==> src/rtl/bor_pkg.sv <==
package bor_pkg;
  localparam int CFG_W = 2;

  localparam logic [CFG_W-1:0] CFG_OFF       = 2'b00;
  localparam logic [CFG_W-1:0] CFG_SOFTWARE  = 2'b01;
  localparam logic [CFG_W-1:0] CFG_SLEEP_HIB = 2'b10;
  localparam logic [CFG_W-1:0] CFG_ALWAYS    = 2'b11;

  typedef enum logic [1:0] {
    BOR_OFF = 2'd0,
    BOR_HIB = 2'd1,
    BOR_ACT = 2'd2
  } bor_state_e;
endpackage

==> src/rtl/bor_mode_decode.sv <==
module bor_mode_decode
  import bor_pkg::*;
(
  input  logic [CFG_W-1:0] cfg_mode,
  input  logic             sw_enable,
  input  logic             asleep,
  output bor_state_e       det_state,
  output logic             need_rdy_por,
  output logic             need_rdy_wake
);
  always_comb begin
    det_state     = BOR_OFF;
    need_rdy_por  = 1'b0;
    need_rdy_wake = 1'b0;
    unique case (cfg_mode)
      CFG_ALWAYS: begin
        det_state    = BOR_ACT;
        need_rdy_por = 1'b1;
      end
      CFG_SLEEP_HIB: begin
        det_state     = asleep ? BOR_HIB : BOR_ACT;
        need_rdy_por  = 1'b1;
        need_rdy_wake = 1'b1;
      end
      CFG_SOFTWARE: begin
        det_state    = sw_enable ? BOR_ACT : BOR_HIB;
        need_rdy_por = sw_enable;
      end
      default: begin
        det_state = BOR_OFF;
      end
    endcase
  end
endmodule

==> src/rtl/bor_sleep_track.sv <==
module bor_sleep_track (
  input  logic clk,
  input  logic rst,
  input  logic por_release,
  input  logic sleep_enter,
  input  logic wake_event,
  output logic asleep_d,
  output logic asleep_q
);
  always_comb begin
    if (!por_release)  asleep_d = 1'b0;
    else if (asleep_q) asleep_d = !wake_event;
    else               asleep_d = sleep_enter;
  end

  always_ff @(posedge clk) begin
    if (rst) asleep_q <= 1'b0;
    else     asleep_q <= asleep_d;
  end
endmodule

==> src/rtl/bor_start_gate.sv <==
module bor_start_gate (
  input  logic clk,
  input  logic rst,
  input  logic por_release,
  input  logic asleep_d,
  input  logic need_rdy_por,
  input  logic need_rdy_wake,
  input  logic det_ready,
  input  logic pwrt_en,
  input  logic pwrt_done,
  output logic run_ok
);
  logic boot_q, boot_d;
  logic run_q, run_d;
  logic por_ok, wake_ok;

  assign por_ok  = (!need_rdy_por || det_ready) && (!pwrt_en || pwrt_done);
  assign wake_ok = !need_rdy_wake || det_ready;

  always_comb begin
    boot_d = boot_q;
    run_d  = run_q;
    if (!por_release) begin
      boot_d = 1'b1;
      run_d  = 1'b0;
    end else if (asleep_d) begin
      run_d = 1'b0;
    end else if (boot_q) begin
      run_d  = por_ok;
      boot_d = !por_ok;
    end else if (!run_q) begin
      run_d = wake_ok;
    end
  end

  always_ff @(posedge clk) begin
    if (rst) begin
      boot_q <= 1'b1;
      run_q  <= 1'b0;
    end else begin
      boot_q <= boot_d;
      run_q  <= run_d;
    end
  end

  assign run_ok = run_q;
endmodule

==> src/rtl/bor_enable_ctrl.sv <==
module bor_enable_ctrl
  import bor_pkg::*;
(
  input  logic             clk,
  input  logic             rst,
  input  logic [CFG_W-1:0] cfg_mode,
  input  logic             sw_enable,
  input  logic             sleep_enter,
  input  logic             wake_event,
  input  logic             por_release,
  input  logic             det_ready,
  input  logic             pwrt_en,
  input  logic             pwrt_done,
  output logic             det_en,
  output logic             det_hib,
  output logic             run_ok
);
  logic       asleep_d, asleep_q;
  bor_state_e det_state;
  logic       need_rdy_por, need_rdy_wake;
  logic       det_en_q, det_hib_q;

  bor_sleep_track u_sleep (
    .clk         (clk),
    .rst         (rst),
    .por_release (por_release),
    .sleep_enter (sleep_enter),
    .wake_event  (wake_event),
    .asleep_d    (asleep_d),
    .asleep_q    (asleep_q)
  );

  bor_mode_decode u_decode (
    .cfg_mode      (cfg_mode),
    .sw_enable     (sw_enable),
    .asleep        (asleep_d),
    .det_state     (det_state),
    .need_rdy_por  (need_rdy_por),
    .need_rdy_wake (need_rdy_wake)
  );

  bor_start_gate u_gate (
    .clk           (clk),
    .rst           (rst),
    .por_release   (por_release),
    .asleep_d      (asleep_d),
    .need_rdy_por  (need_rdy_por),
    .need_rdy_wake (need_rdy_wake),
    .det_ready     (det_ready),
    .pwrt_en       (pwrt_en),
    .pwrt_done     (pwrt_done),
    .run_ok        (run_ok)
  );

  always_ff @(posedge clk) begin
    if (rst) begin
      det_en_q  <= 1'b0;
      det_hib_q <= 1'b0;
    end else begin
      det_en_q  <= (det_state == BOR_ACT);
      det_hib_q <= (det_state == BOR_HIB);
    end
  end

  assign det_en  = det_en_q;
  assign det_hib = det_hib_q;
endmodule

==> config.mk <==
export PLATFORM = sky130hd
export DESIGN_NAME = bor_enable_ctrl
export DESIGN_NICKNAME = d
export VERILOG_FILES = /design/src/rtl/bor_pkg.sv /design/src/rtl/bor_mode_decode.sv /design/src/rtl/bor_sleep_track.sv /design/src/rtl/bor_start_gate.sv /design/src/rtl/bor_enable_ctrl.sv
export SDC_FILE = /design/constraint.sdc
export NUM_CORES = 1
export LEC_CHECK = 0
export ABC_CLOCK_PERIOD_IN_PS = 1230
export BUFFER_PORTS_ARGS = -buffer_cell sky130_fd_sc_hd__buf_2
export CORE_AREA = 2 2 39 41
export CTS_CLUSTER_SIZE = 25
export DETAILED_ROUTE_END_ITERATION = 8
export DIE_AREA = 0 0 41 43
export GPL_TIMING_DRIVEN = 0
export PLACE_DENSITY = 0.4
export REMOVE_ABC_BUFFERS = 1
export SETUP_SLACK_MARGIN = 0.3
export SYNTH_ARGS = -nofsm -noshare
export SYNTH_HDL_FRONTEND = slang
export SYNTH_SLANG_ARGS = --single-unit
==> constraint.sdc <==
create_clock -name clk -period 1.23 [get_ports clk]
set_input_delay 0.3075 -clock clk [delete_from_list [all_inputs] [get_ports clk]]
set_output_delay 0.3075 -clock clk [all_outputs]
set_load 0.01 [all_outputs]
==> flow_summary.toml <==
[clocking]
cts_hold_buf = 0
cts_tree = "done"
clock-sinks = 5
htreeDepth = 1
root_buffer = "clkbuf_4"
clk_path_buf_depth = 2
cts_buffers = 3
clk_pin_slew_ps = 40
clk_latency_ps = 240

[power]
leakage_nw = 0.160
intPower_w = 0.000328
irDropWorstVdd_v = 0.000364
p_seq_share_pct = 40.8
swShare_pct = 23.7
comb_power_share_pct = 14.9
power_frac_clock_pct = 44.3
switchingPower_w = 0.000102
p_per_area_mw_per_mm2 = 1180

[logic_synthesis]
ys_ff_latch = 5
synth_cell_types = 17
syn_area_per_cell_um2 = 9.49
ys_seq_area_share_pct = 44.0
syn_area_um2 = 228
yosysWarnings = 0
synthCells = 24
yosysTopAreaCell = "dfxtp_1"
synth_top_area_share_pct = 44.0
yosys-top-cells-area = "dfxtp_1 44%, o31ai_2 5.5%, or3_4 4.9%, a21oi_1 4.4%, o21ai_0 4.4%"

[placed_design]
post-place-cells = 53
gp_congestion = 0.704
io_buffers = 13
placed_cell_area_um2 = 313
hpwl_um = 434

[drt]
viasPerCell = 4.29
antenna_left = 0
wirelength_um = 551
first_pass_iters = 2
drtIter0Drc = 1
route.detailed.wl_per_inst_um = 9.50
drc = 0
vias = 249

[timing]
finalHoldViolCount = 0
period_needed_ps = 1050
slew_violations = 0
fin_worst_skew_ps = 1.05
slew-limit-headroom_pct = 83.7
setup_tns_ps = 0
timing.final.crit_share_pct = 85.6
grt_setup_unrepaired = "yes"
finalSetupViolCount = 0
tightest_slew_ps = 242
max_freq_mhz = 950

[worst_setup_path]
worstSetupEndpointType = "flop"
start_kind = "flop"
cp_data_required_time_ps = 1390
worst-path-max-fanout = 3
cp.arrival_ps = 1210
rrSetupSlack_ps = 180
crit_type = "flop to flop"

[cells_and_area]
drive_gt1_share_pct = 59.5
final_nets = 54
antenna-diode-count = 0
multi_input_area_um2 = 128
area_delta_synth_final_pct = 59.3
finalInstanceArea_um2 = 363
seqCellArea_um2 = 103
instances_no_fill = 58
mostFrequentLayoutCells = "12 x buf_2, 3 x clkbuf_4, 3 x dfxtp_1"
final_common_cell = "buf_2"
final.fill_count = 160

[min_path]
hp-class = "input port to flop"

[floorplan]
io_pins = 14
die_h_um = 43
rows = 14
dieArea_mm2 = 0.00176
coreArea_mm2 = 0.00138
initial_core_util_pct = 16.5
die-width_um = 41

[run_status]
outcome = "finished, final reports clean"

[run]
maxCapViolCount = 0

[grt]
grt_pass1_vias = 228
grt_start_max_net_pins = 7
antenna_found_initial = 0
groute.usage.overall_pct = 8.12
grt_pass1_wl_um = 834
globalRoute.totalOverflow = 0
==> registers in the layout, indices dropped and copies added, names as in the netlist <==
| name | cells |
|---|---|
| u_sleep.asleep_q | 1 |
| u_gate.run_ok | 1 |
| det_en | 1 |
| det_hib | 1 |
| u_gate.boot_q | 1 |
==> metal layers <==
layer	part of all wire (%)	track usage [%]	wire (um)	vias to the layer above
met5	0	0	0	-
met4	2.2	6.00	12	0
met3	13	9.42	72	2
met2	50	10.3	273	9
met1	35	6.73	192	113
li1	-	-	-	125
==> synthesized netlist by cell type <==
master and number:
o22ai_1 1, o21ai_0 2, inv_2 1, o32a_1 1, nor2b_1 1, nor4_1 1, o31ai_2 1, and2_4 1
o31ai_1 1, or4b_1 1, a21oi_1 2, dfxtp_1 5, nand2b_1 1, a211oi_1 1, nor2_1 2, inv_1 1
or3_4 1
==> cell type report <==
class                   count  area share, %
clock buffers               4           7.24
well taps                  16           5.52
inverters                   2           2.07
multi-input cells          17           35.2
flip-flops and latches      5           28.3
repair buffers             14           21.7
==> cells by family (layout without fill, tap and decap cells) <==
group	count (synthesis)	in the layout	synth area share (%)
AO/OA/AOI/OAI	9	9	28.0
AND/OR/NAND/NOR	8	8	24.7
flip-flops	5	5	44.0
buffers and inverters	2	20	3.29
==> power by group through the flow <==
| stage | combinational, W | clock, W | sequential [W] |
|---|---|---|---|
| after floorplan | 0.0000255 | 0 | 0.000180 |
| after global placement | 0.0000591 | 0 | 0.000177 |
| after detailed placement | 0.0000588 | 0 | 0.000177 |
| after CTS | 0.0000606 | 0.000203 | 0.000175 |
| after global routing | 0.0000700 | 0.000221 | 0.000176 |
| final | 0.0000639 | 0.000190 | 0.000175 |
==> worst paths after layout <==
path,startpoint,end,depth (start not counted)
hold reg to reg,u_gate.boot_q,u_gate.run_ok,1
hold / removal,rst,u_sleep.asleep_q,2
setup reg to reg,u_sleep.asleep_q,det_hib,3
setup / recovery,u_sleep.asleep_q,det_hib,3
==> worst max-delay path, stage by stage (launching register included) <==
cell and delay (ps):
dfxtp_2 310, and2_4 150, or3_4 340, o31ai_2 170
==> repair_timing <==
item | in CTS | in global routing
pin swaps | 2 | 2
buffers inserted | 0 | 1
setup endpoints to repair | 5 | 8
endpoints found under the hold margin | 0 | 0
gates cloned | 0 | 0
resized for setup | 2 | 3
==> stage by stage <==
step	hold WS [ps]	util (%)	total power, W	worst slack (ps)
finish	307	26.2	0.000429	177
global route	297	26.2	0.000467	129
CTS	296	25.0	0.000438	174
detailed placement	468	22.6	0.000236	61.0
global placement	472	22.6	0.000236	65.8
floorplan	377	-	0.000205	193
No activity file was read; power rests on OpenSTA's default activity.
